File: config.mk
export PLATFORM = sky130hd
export DESIGN_NAME = evt_ring_producer
export DESIGN_NICKNAME = d
export VERILOG_FILES = /design/src/rtl/evr_pkg.sv /design/src/rtl/evr_dp.sv /design/src/rtl/evr_ctrl.sv /design/src/rtl/evt_ring_producer.sv
export SDC_FILE = /design/constraint.sdc
export NUM_CORES = 1
export LEC_CHECK = 0
export CAP_MARGIN = 20
export CORE_ASPECT_RATIO = 0.6
export CORE_MARGIN = 8
export CORE_UTILIZATION = 35
export DETAILED_ROUTE_END_ITERATION = 8
export GPL_TIMING_DRIVEN = 0
export PLACE_DENSITY_LB_ADDON = 0.12
export SLEW_MARGIN = 40
export SYNTH_ARGS = -nofsm -noshare
export SYNTH_HDL_FRONTEND = slang
export SYNTH_SLANG_ARGS = --single-unit
File: constraint.sdc
create_clock -name clk -period 1.6 [get_ports clk]
set_clock_uncertainty 0.05 [all_clocks]
set_input_delay 0.24 -clock clk [delete_from_list [all_inputs] [get_ports clk]]
set_output_delay 0.24 -clock clk [all_outputs]
set_load 0.01 [all_outputs]
File: src/rtl/evr_pkg.sv
package evr_pkg;
  // Strobes passed from control to datapath
  typedef struct packed {
    logic post;   // accept the offered event this cycle
  } evrStrb_t;
endpackage

File: src/rtl/evr_dp.sv
module evr_dp
  import evr_pkg::*;
#(
  parameter int RING_LEN = 6,
  parameter int EVT_W    = 32,
  parameter int IDX_W    = $clog2(RING_LEN)
) (
  input  logic             clk,
  input  logic             rstN,
  input  evrStrb_t         strb,
  input  logic [EVT_W-1:0] evtData,
  input  logic             hostWpWe,
  input  logic [IDX_W-1:0] hostWpData,
  output logic             ringFull,
  output logic             ringIdle,
  output logic             slotWe,
  output logic [IDX_W-1:0] slotIdx,
  output logic [EVT_W-1:0] slotData
);
  localparam logic [IDX_W-1:0] LAST_IDX = IDX_W'(RING_LEN - 1);

  logic [IDX_W-1:0] rdPtr;
  logic [IDX_W-1:0] wrPtr;

  function automatic logic [IDX_W-1:0] stepIdx(input logic [IDX_W-1:0] p);
    if (p == LAST_IDX) return '0;
    return p + 1'b1;
  endfunction

  // Inverted tests: equal pointers mean no free slot
  assign ringFull = (rdPtr == wrPtr);
  assign ringIdle = (stepIdx(wrPtr) == rdPtr);

  always_ff @(posedge clk) begin
    if (!rstN) begin
      rdPtr    <= '0;
      wrPtr    <= LAST_IDX;
      slotWe   <= 1'b0;
      slotIdx  <= '0;
      slotData <= '0;
    end else begin
      slotWe <= strb.post;
      if (strb.post) begin
        slotIdx  <= rdPtr;
        slotData <= evtData;
        rdPtr    <= stepIdx(rdPtr);
      end
      if (hostWpWe) wrPtr <= hostWpData;
    end
  end

  a_r2_no_post_when_full: assert property (@(posedge clk) disable iff (!rstN)
    strb.post |-> !ringFull);
  a_r3_slot_follows_post: assert property (@(posedge clk) disable iff (!rstN)
    strb.post |=> slotWe && (slotIdx == $past(rdPtr)) && (slotData == $past(evtData)));
  a_r4_ptr_steps_past_slot: assert property (@(posedge clk) disable iff (!rstN)
    slotWe |-> (rdPtr == stepIdx(slotIdx)));
  a_r10_ptr_still_without_post: assert property (@(posedge clk) disable iff (!rstN)
    !strb.post |=> $stable(rdPtr) && !slotWe);
endmodule

File: src/rtl/evr_ctrl.sv
module evr_ctrl
  import evr_pkg::*;
(
  input  logic     clk,
  input  logic     rstN,
  input  logic     evtValid,
  input  logic     ringFull,
  input  logic     slotWe,
  input  logic     irqAck,
  output logic     evtReady,
  output evrStrb_t strb,
  output logic     irq
);
  assign evtReady  = !ringFull;
  assign strb.post = evtValid && !ringFull;

  // A fresh slot write outranks an acknowledge in the same cycle
  always_ff @(posedge clk) begin
    if (!rstN)       irq <= 1'b0;
    else if (slotWe) irq <= 1'b1;
    else if (irqAck) irq <= 1'b0;
  end

  a_r7_irq_after_write: assert property (@(posedge clk) disable iff (!rstN)
    slotWe |=> irq);
  a_r8_irq_holds: assert property (@(posedge clk) disable iff (!rstN)
    irq && !irqAck |=> irq);
  a_r8_irq_drop_needs_ack: assert property (@(posedge clk) disable iff (!rstN)
    $fell(irq) |-> $past(irqAck) && !$past(slotWe));
  a_r9_write_beats_ack: assert property (@(posedge clk) disable iff (!rstN)
    slotWe && irqAck |=> irq);
endmodule

File: src/rtl/evt_ring_producer.sv
module evt_ring_producer
  import evr_pkg::*;
#(
  parameter int RING_LEN = 6,
  parameter int EVT_W    = 32,
  parameter int IDX_W    = $clog2(RING_LEN)
) (
  input  logic             clk,
  input  logic             rstN,
  input  logic             evtValid,
  output logic             evtReady,
  input  logic [EVT_W-1:0] evtData,
  input  logic             hostWpWe,
  input  logic [IDX_W-1:0] hostWpData,
  output logic             slotWe,
  output logic [IDX_W-1:0] slotIdx,
  output logic [EVT_W-1:0] slotData,
  output logic             ringIdle,
  output logic             irq,
  input  logic             irqAck
);
  evrStrb_t strb;
  logic     ringFull;

  evr_ctrl u_ctrl (
    .clk      (clk),
    .rstN     (rstN),
    .evtValid (evtValid),
    .ringFull (ringFull),
    .slotWe   (slotWe),
    .irqAck   (irqAck),
    .evtReady (evtReady),
    .strb     (strb),
    .irq      (irq)
  );

  evr_dp #(.RING_LEN(RING_LEN), .EVT_W(EVT_W), .IDX_W(IDX_W)) u_dp (
    .clk        (clk),
    .rstN       (rstN),
    .strb       (strb),
    .evtData    (evtData),
    .hostWpWe   (hostWpWe),
    .hostWpData (hostWpData),
    .ringFull   (ringFull),
    .ringIdle   (ringIdle),
    .slotWe     (slotWe),
    .slotIdx    (slotIdx),
    .slotData   (slotData)
  );
endmodule

==> metrics.txt, run 1 <==
failing checks=negative setup slack; initial antenna violation count=0; share of the synthesized area in the top cell type=51.08%; clock latency on the worst-skew pair=290 ps; slowest stage delay, CP=370 ps; 1st-iter DRT viols=43; WL/cell=14.20 um; Worst Path Buf+Inv=2; Total Wirelength=4.984 mm; clock slew at reported path FFs=80 ps; CTS tree=built; warnings from Yosys=0; DP Wirelength=3.563 mm; Yosys cell types=27; GRT Overall Usage=13.34%; antenna-violating nets left=0; Peak Freq=0.5482 GHz; flop2flop setup slack=60 ps; core area=0.004612 mm2; Slew headroom=70.19%; register bit total from synthesis=43; placement row count=19; Die H=69.75 um; Worst Setup End Kind=primary output; Vias/cell=4.755; post-cts hold buffer count=0; Critical Path Fanout Max=3; pwr dens=875.7 mW/mm2; drt pass-1 iters=4; Crit path required time=1310 ps; CTS Buf Count=5; Top Family by Delay on Critical Path=simple AND/OR/NAND/NOR gates; overall power=2.374 mW; share of layout cells above drive strength 1=11.46%; critical path data arrival time=1530 ps; Initial Utilization=36.54%; hold slack=400.5 ps; first-pass GRT wire length=8.142 mm; crit-path cells=buf_6 > or3b_4 > a21oi_2 > nor2_1 > o22ai_1 > buf_2; worst slew pin tran=447.1 ps; run status=complete, but fails checks; most frequent cells in the layout=75 x clkdlybuf4s50_1, 42 x nand2_1, 38 x dfxtp_1, 35 x nand3_1, 19 x o21ai_1; Syn Std Cell Area=0.001685 mm2; # clock sinks=43; slack of the critical path=-224.1 ps; H-tree depth=2; synth top area cells=dfxtp_1 51%, nand3_1 10%, nand2_1 9.4%; WS Path Type=reg2out; Leakage=1.002 nW; Synth Instances=198; clock tree root driver cell=clkbuf_8; crit path max-delay cell type=or3b_4; Area growth, synth to finish=60.88%; DRC=0; maximum VDD drop=0.3991 mV; vias in the first global route=1,599; die area=0.007365 mm2; leading area contributor after synthesis=dfxtp_1; Final Wtd Congestion=0.7574; Final Hold Viols=0; grt ovf=0; final setup violating endpoints=1; Worst setup SP type=flop; maxcap violations=0; largest net degree at the start of global routing=13; Chip Width=105.6 um; mean post-synth cell area=8.512 um2; routed via count=1,669; Longest Clk Path Bufs=2; pre-CTS setup slack=-508.2 ps; register area share after synthesis=51.08%; nets=327; Final Max Tran Viols=0; PortBufs=77; min-delay worst type=reg2reg; diodes inserted=0; RSZ-0062 raised after global routing=yes; Final Critical Period=1824 ps; period utilisation layout=114.0%; top-level port count=79; commonest non-fill, non-tap cell in the layout=clkdlybuf4s50_1; syn_nets=238
tightest hold or removal path: cells and delay by family, from the launching register on:
family	cells	cell delay (ps)
simple gates	1	50
flops	1	310
compound gates	1	50
cell type report:
class / instances / area [um2]
Tap cell: 63 / 78.83
Sequential cell: 43 / 869.6
Timing Repair Buffer: 82 / 798.3
Clock inverter: 1 / 5.005
Buffer: 17 / 110.1
Multi-Input combinational cell: 137 / 769.5
Inverter: 1 / 3.754
Clock buffer: 7 / 76.32
Fill cell: 415 / 1901
through the flow:
step / utilization, % / cells / cell area (um2) / TNS, ps
final: 58.79 / 351 / 2711 / -224.1
after global routing: 58.79 / 351 / 2711 / -472.7
after CTS: 58.52 / 350 / 2699 / -264.2
after detailed placement: 54.96 / 338 / 2535 / -4925
after global placement: 54.96 / 338 / 2535 / -4393
after floorplan: - / 198 / 1685 / 0
cell usage after synthesis, drive strengths merged:
master,n
a21oi,1
a41oi,1
nand3,35
nand4,1
and2,2
nand2,42
inv,1
dfxtp,43
clkbuf,11
or3b,1
mux2i,5
buf,6
o22ai,1
xor2,1
o21a,1
nor2,2
o21ai,35
xnor2,2
nor2b,2
nor4bb,1
nand3b,1
nand2b,3
metal layers:
metal / part of all wire [%] / vias up / wire length [um] / GRT usage, %
li1: - / 849 / - / -
met5: 0 / - / 0 / 0
met2: 39 / 59 / 1937 / 16.82
met3: 9.6 / 4 / 480 / 6.215
met1: 51 / 757 / 2531 / 19.11
met4: 0.70 / 0 / 35 / 3.721
power breakdown:
part	total (mW)	internal [mW]	switching [mW]
registers	1.19	1.14	0.0460
clock network	0.677	0.307	0.370
logic	0.511	0.294	0.216
registers in the layout, indices dropped and copies added, names as in the netlist:
signal / count
u_dp.slotIdx: 3
u_dp.slotWe: 1
u_dp.slotData: 32
u_ctrl.irq: 1
u_dp.rdPtr: 3
u_dp.wrPtr: 3
path summary, 6_finish.rpt:
| check | from | endpoint | depth (start not counted) |
|---|---|---|---|
| worst max-delay path | u_dp.rdPtr[1]$_SDFFE_PN0P_ | ringIdle | 6 |
| worst min-delay path | u_dp.slotData[26]$_SDFFE_PN0P_ | u_dp.slotData[26]$_SDFFE_PN0P_ | 2 |
| worst max register to register | u_dp.rdPtr[1]$_SDFFE_PN0P_ | u_dp.slotData[11]$_SDFFE_PN0P_ | 8 |
| worst min register to register | u_dp.slotData[26]$_SDFFE_PN0P_ | u_dp.slotData[26]$_SDFFE_PN0P_ | 2 |
kinds of logic after synthesis:
logic type                share of synthesized area (%)
and+or+nand+nor                                   24.72
DFF                                               51.08
AOI/OAI and AO/OA                                 13.14
buffers and inverters                             6.087
muxes                                             2.970
xor gates and xnor gates                          2.005
what timing repair did:
| item | CTS | global route |
|---|---|---|
| gates resized for setup | 19 | 20 |
| endpoints found under the setup margin | 33 | 22 |
| setup buffers | 4 | 1 |
| pin swaps | 3 | 2 |
(Power assumes the default switching activity.)
==> run 2, diff against run 1 <==
- DONT_BUFFER_PORTS: unset -> 1
==> run 2 against run 1 <==
- the run still ends with negative setup slack left
- non-clock buffer count down 76
- utilization down 14 points
- flip-flop and latch count unchanged
- routed wire length down 4.8%
- global-route usage down 0.71 points
- first-iteration DRC count down 19%
- critical endpoint unchanged
- largest cell class is now registers
- highest routed layer unchanged
==> metrics.txt, run 2 (synthesized netlist as in run 1, its figures left out) <==
run status=complete, but fails checks (unchanged); failing checks=negative setup slack (unchanged); Chip Width=105.6 um (unchanged); maxcap violations=0 (unchanged); Leakage=0.7496 nW (was 1.002 nW); routed via count=1,415 (was 1,669); # clock sinks=43 (unchanged); WS Path Type=reg2out (unchanged); Reg2Reg Capture Point=u_dp.slotData[0]$_SDFFE_PN0P_ (was u_dp.slotData[11]$_SDFFE_PN0P_); dpl cells=261 (was 338); slack of the critical path=-86.20 ps (was -224.1 ps); Peak Freq=0.5930 GHz (was 0.5482 GHz); worst slew pin tran=448.6 ps (was 447.1 ps); Critical Path Source=u_dp.wrPtr[2]$_SDFFE_PN1P_ (was u_dp.rdPtr[1]$_SDFFE_PN0P_); Total Wirelength=4.747 mm (was 4.984 mm); DP Wirelength=3.575 mm (was 3.563 mm); Slew headroom=70.10% (was 70.19%); drt pass-1 iters=6 (was 4); initial antenna violation count=0 (unchanged); first-pass GRT wire length=7.424 mm (was 8.142 mm); final core utilization=44.52% (was 58.79%); pwr dens=1220 mW/mm2 (was 875.7 mW/mm2); end point of the critical path=ringIdle (unchanged); clock slew at reported path FFs=80 ps (about the same); maximum VDD drop=0.4396 mV (was 0.3991 mV); grt ovf=0 (unchanged); DRC=0 (unchanged); share of layout cells above drive strength 1=17.45% (was 11.46%); Worst Setup End Kind=primary output (unchanged); clock latency on the worst-skew pair=290 ps (about the same); commonest non-fill, non-tap cell in the layout=nand2_1 (was clkdlybuf4s50_1); min-delay worst type=in2reg (was reg2reg); critical path data arrival time=1400 ps (was 1530 ps); Final Hold Viols=0 (unchanged); vias in the first global route=1,382 (was 1,599); antenna-violating nets left=0 (unchanged); Die H=69.75 um (unchanged); Initial Utilization=36.54% (unchanged); core area=0.004612 mm2 (unchanged); diodes inserted=0 (unchanged); max FFs per register=32 (unchanged); PortBufs=0 (was 77); Area growth, synth to finish=21.83% (was 60.88%); reg2reg start=u_dp.wrPtr[2]$_SDFFE_PN1P_ (was u_dp.rdPtr[1]$_SDFFE_PN0P_); top-level port count=79 (unchanged); H-tree depth=2 (unchanged); hold slack=11.53 ps (was 400.5 ps); RSZ-0062 raised after global routing=yes (unchanged); CTS Buf Count=5 (unchanged); Top reg by flops=u_dp.slotData (unchanged); final setup violating endpoints=1 (unchanged); post-cts hold buffer count=0 (unchanged); overall power=2.505 mW (was 2.374 mW); 1st-iter DRT viols=35 (was 43); nets=251 (was 327); Final Wtd Congestion=0.7448 (was 0.7574); die area=0.007365 mm2 (unchanged); CTS tree=built (unchanged); Final Critical Period=1686 ps (was 1824 ps); GRT Overall Usage=12.63% (was 13.34%); largest net degree at the start of global routing=14 (was 13); Longest Clk Path Bufs=2 (unchanged); pre-CTS setup slack=-129.4 ps (was -508.2 ps); Vias/cell=5.145 (was 4.755); WL/cell=17.26 um (was 14.20 um); most frequent cells in the layout=42 x nand2_1, 38 x dfxtp_1, 34 x nand3_1, 28 x o21ai_1, 9 x clkbuf_1 (was 75 x clkdlybuf4s50_1, 42 x nand2_1, 38 x dfxtp_1, 35 x nand3_1, 19 x o21ai_1); flop2flop setup slack=20 ps (was 60 ps); Final Max Tran Viols=0 (unchanged); Critical Path Fanout Max=4 (was 3); clock tree root driver cell=clkbuf_8 (unchanged); Crit path required time=1310 ps (about the same); period utilisation layout=105.4% (was 114.0%); Worst R2R Path Depth=7 (was 8); placement row count=19 (unchanged); Layout Cells excl Fill=275 (was 351); Worst setup SP type=flop (unchanged)
==> run 2: changes by cell type in the layout (fill, tap and decap cells not counted), moves of 2 or more <==
cell and delta:
clkdlybuf4s50_1 -75, buf_8 +3, bufinv_16 +2, buf_4 -2, buf_6 -2, o21ai_0 -9
o21ai_1 +9
==> run 2: worst min-delay path by stage <==
stage | cells past startpoint | to | slack [ps] | startpoint
finish | 2 | u_dp.slotData[3]$_SDFFE_PN0P_ | 10 | evtData[3]
global route | 2 | u_dp.slotData[18]$_SDFFE_PN0P_ | 20 | evtData[18]
floorplan | 2 | u_dp.wrPtr[0]$_SDFFE_PN1P_ | 320 | hostWpData[0]
global placement | 2 | u_dp.slotData[21]$_SDFFE_PN0P_ | 320 | evtData[21]
CTS | 2 | u_dp.wrPtr[0]$_SDFFE_PN1P_ | 20 | hostWpData[0]
detailed placement | 2 | u_dp.wrPtr[2]$_SDFFE_PN1P_ | 330 | hostWpData[2]
==> run 2: final cells by class <==
type                            count  area [um2]
Fill cell                         456        2559
Timing Repair Buffer                7       60.06
Sequential cell                    43       872.1
Multi-Input combinational cell    137       798.3
Inverter                            1       3.754
Clock inverter                      2       60.06
Clock buffer                        6       72.57
Tap cell                           63       78.83
Buffer                             16       107.6
==> run 2: routing by layer <==
layer,GRT usage (%),vias up,share of wire [%]
met5,0,-,0
met4,4.186,0,1.0
met3,7.699,5,13
met2,20.08,60,45
met1,13.61,656,40
li1,-,694,-
==> run 2: critical path, cell delays in order, from the launching register on <==
cell and delay (ps):
dfxtp_4 360, or3b_4 370, a21oi_2 140, nor2_2 50, o22ai_2 180
==> run 2: power by group <==
part	internal, mW	switching (mW)	total [mW]	leakage, nW
Clock	0.624	0.373	0.997	0.0654
Sequential	1.14	0.0846	1.23	0.356
Combinational	0.124	0.159	0.283	0.328
==> run 2: timing repair <==
action | in CTS | in global routing
buffers inserted | 3 | 4
gates resized for setup | 10 | 38
pin swaps | 4 | 7
setup endpoints to repair | 40 | 39
==> run 2: stage by stage <==
step,cell area [um2],setup TNS [ps]
floorplan,1685,0
global route,2053,-1234
CTS,1961,-3267
global placement,1764,-628.6
detailed placement,1764,-2738
finish,2053,-86.20
==> run 3, diff against run 2 <==
- CORE_UTILIZATION: 35 -> 25
- SKIP_LAST_GASP: unset -> 1
==> run 3 against run 2 <==
- die area increased by 32%
- cell area up 15%
- routed wire length up 14%
- worst hold slack got worse by 4.8 ps
- global-route usage decreased by 2.2 points
- combinational power grew 39%
- final cell count grew 12%
- the run still ends with negative setup slack left
- sequential share of layout area down 5.7 points
- largest power group unchanged
- power fell by 7.6%
==> metrics.txt, run 3 (synthesized netlist as in run 1, its figures left out) <==
Slew headroom=54.75% (was 70.10%); Top Family by Delay on Critical Path=simple AND/OR/NAND/NOR gates (unchanged); PortBufs=0 (unchanged); Levels on crit path=4 (unchanged); dpl cells=285 (was 261); failing checks=negative setup slack (unchanged); pwr dens=978.2 mW/mm2 (was 1220 mW/mm2); critical path data arrival time=1420 ps (was 1400 ps); clock latency on the worst-skew pair=290 ps (about the same); nets=261 (was 251); Crit path required time=1310 ps (about the same); vias in the first global route=1,426 (was 1,382); WL/cell=17.58 um (was 17.26 um); period utilisation layout=106.7% (was 105.4%); Critical Path Fanout Max=4 (unchanged); Psw=677.5 uW (was 616.6 uW); die area=0.009711 mm2 (was 0.007365 mm2); first-pass GRT wire length=7.955 mm (was 7.424 mm); Worst Path Buf+Inv=0 (unchanged); CTS Buf Count=5 (unchanged); Final Wtd Congestion=0.6611 (was 0.7448); Final Hold Viols=0 (unchanged); Total Wirelength=5.433 mm (was 4.747 mm); RSZ-0062 raised after global routing=yes (unchanged); Vias/cell=4.728 (was 5.145); initial antenna violation count=0 (unchanged); min-delay worst type=in2reg (unchanged); routed via count=1,461 (was 1,415); clock tree root driver cell=clkbuf_8 (unchanged); WS Path Type=reg2out (unchanged); slack of the critical path=-106.7 ps (was -86.20 ps); H-tree depth=2 (unchanged); grt ovf=0 (unchanged); DP Wirelength=3.615 mm (was 3.575 mm); Leakage=0.8343 nW (was 0.7496 nW); Worst R2R Path Depth=8 (was 7); worst slew pin tran=678.7 ps (was 448.6 ps); Initial Utilization=25.57% (was 36.54%); CTS tree=built (unchanged); Net Sw Frac=29.27% (was 24.62%); maxcap violations=0 (unchanged); pre-CTS setup slack=-146.0 ps (was -129.4 ps); Top reg by flops=u_dp.slotData (unchanged); placement row count=23 (was 19); fillers=700 (was 456); Worst Setup End Kind=primary output (unchanged); DRC=0 (unchanged); antenna-violating nets left=0 (unchanged); diodes inserted=0 (unchanged); Worst setup SP type=flop (unchanged); Die H=79.60 um (was 69.75 um); clock share of power=30.1% (was 39.8%); max FFs per register=32 (unchanged); Area growth, synth to finish=40.39% (was 21.83%); hold path cells=2 (unchanged); Final Max Tran Viols=0 (unchanged); run status=complete, but fails checks (unchanged); clock slew at reported path FFs=90 ps (was 80 ps); crit-path cells=or3b_4 > a21oi_2 > nor2_2 > o22ai_2 (unchanged); commonest non-fill, non-tap cell in the layout=nand2_1 (unchanged); final setup violating endpoints=1 (unchanged); Longest Clk Path Bufs=2 (unchanged); P_int=1.637 mW (was 1.888 mW); Final Critical Period=1707 ps (was 1686 ps); Chip Width=122 um (was 105.6 um); drt pass-1 iters=4 (was 6); Layout Cells excl Fill=309 (was 275); core area=0.006590 mm2 (was 0.004612 mm2); most frequent cells in the layout=42 x nand2_1, 39 x dfxtp_1, 31 x nand3_2, 31 x o21ai_1, 15 x buf_6 (was 42 x nand2_1, 38 x dfxtp_1, 34 x nand3_1, 28 x o21ai_1, 9 x clkbuf_1); crit path max-delay cell type=dfxtp_4 (was or3b_4); Flop pwr share=52.9% (was 48.9%); top-level port count=79 (unchanged); largest net degree at the start of global routing=13 (was 14); 1st-iter DRT viols=95 (was 35); # clock sinks=43 (unchanged); Comb power frac=17.0% (was 11.3%); share of layout cells above drive strength 1=34.68% (was 17.45%); maximum VDD drop=0.3978 mV (was 0.4396 mV); Peak Freq=0.5859 GHz (was 0.5930 GHz); slowest stage delay, CP=380 ps (was 370 ps); GRT Overall Usage=10.43% (was 12.63%)
## run 3: cell types whose count changed in the layout (fill, tap and decap cells not counted), moves of 2 or more
cell       previous run  this run
buf_4                 5         2
buf_6                 3        15
bufinv_16             2         0
clkbuf_16             0         2
clkbuf_2              2         0
nand3_1              34         4
nand3_2               1        31
o21ai_0               6         1
o21ai_1              28        31
o21ai_2               1         3
## run 3: power by group through the flow
stage | Combinational (mW) | Sequential (mW) | Clock (mW)
6_report | 0.393 | 1.23 | 0.696
5_1_grt | 0.432 | 1.24 | 0.764
4_1_cts | 0.261 | 1.23 | 0.718
3_5_place_dp | 0.232 | 1.25 | 0
3_3_place_gp | 0.228 | 1.25 | 0
2_1_floorplan | 0.180 | 1.23 | 0
## run 3: path summary, 6_finish.rpt
check	slack, ps	end	start
setup / recovery	-110	ringIdle	u_dp.wrPtr[2]$_SDFFE_PN1P_
hold / removal	7	u_dp.slotData[10]$_SDFFE_PN0P_	evtData[10]
hold reg to reg	450	u_dp.slotData[12]$_SDFFE_PN0P_	u_dp.slotData[12]$_SDFFE_PN0P_
setup reg to reg	20	u_dp.slotIdx[1]$_SDFFE_PN0P_	u_dp.rdPtr[1]$_SDFFE_PN0P_
## run 3: per-layer routing
layer | share of wire (%) | GRT usage, %
met3 | 13 | 6.144
met1 | 46 | 13.47
met5 | 0 | 0
met2 | 41 | 14.50
met4 | 0.35 | 2.203
## run 3: cell type report
| cell class | instances | area [um2] | area share (%) |
|---|---|---|---|
| buffer | 16 | 120.1 | 5.077 |
| clock buffer | 7 | 76.32 | 3.226 |
| clock inverter | 1 | 5.005 | 0.2115 |
| inverter | 1 | 3.754 | 0.1586 |
| multi-input combinational | 138 | 978.4 | 41.35 |
| sequential | 43 | 870.8 | 36.81 |
| tap | 87 | 108.9 | 4.601 |
| timing repair buffer | 16 | 202.7 | 8.567 |
## run 3: what timing repair did
| item | 4_1_cts | 5_1_grt |
|---|---|---|
| gates cloned | 1 | 5 |
| resized for setup | 15 | 87 |
| setup buffers | 1 | 11 |
| endpoints found under the setup margin | 40 | 40 |
| hold buffers | 0 | 0 |
| pin swaps | 4 | 33 |
## run 3: per-stage QoR
step           cell area [um2]  utilization [%]  TNS [ps]  hold slack, ps  total power [mW]
6_report                  2366            35.90    -106.7           6.747             2.314
5_1_grt                   2366            35.90    -660.0           13.54             2.433
4_1_cts                   1956            29.68    -581.1           14.60             2.209
3_5_place_dp              1794            27.23     -4266           330.2             1.482
3_3_place_gp              1794            27.23     -4081           321.6             1.479
2_1_floorplan             1685                -         0           318.4             1.410
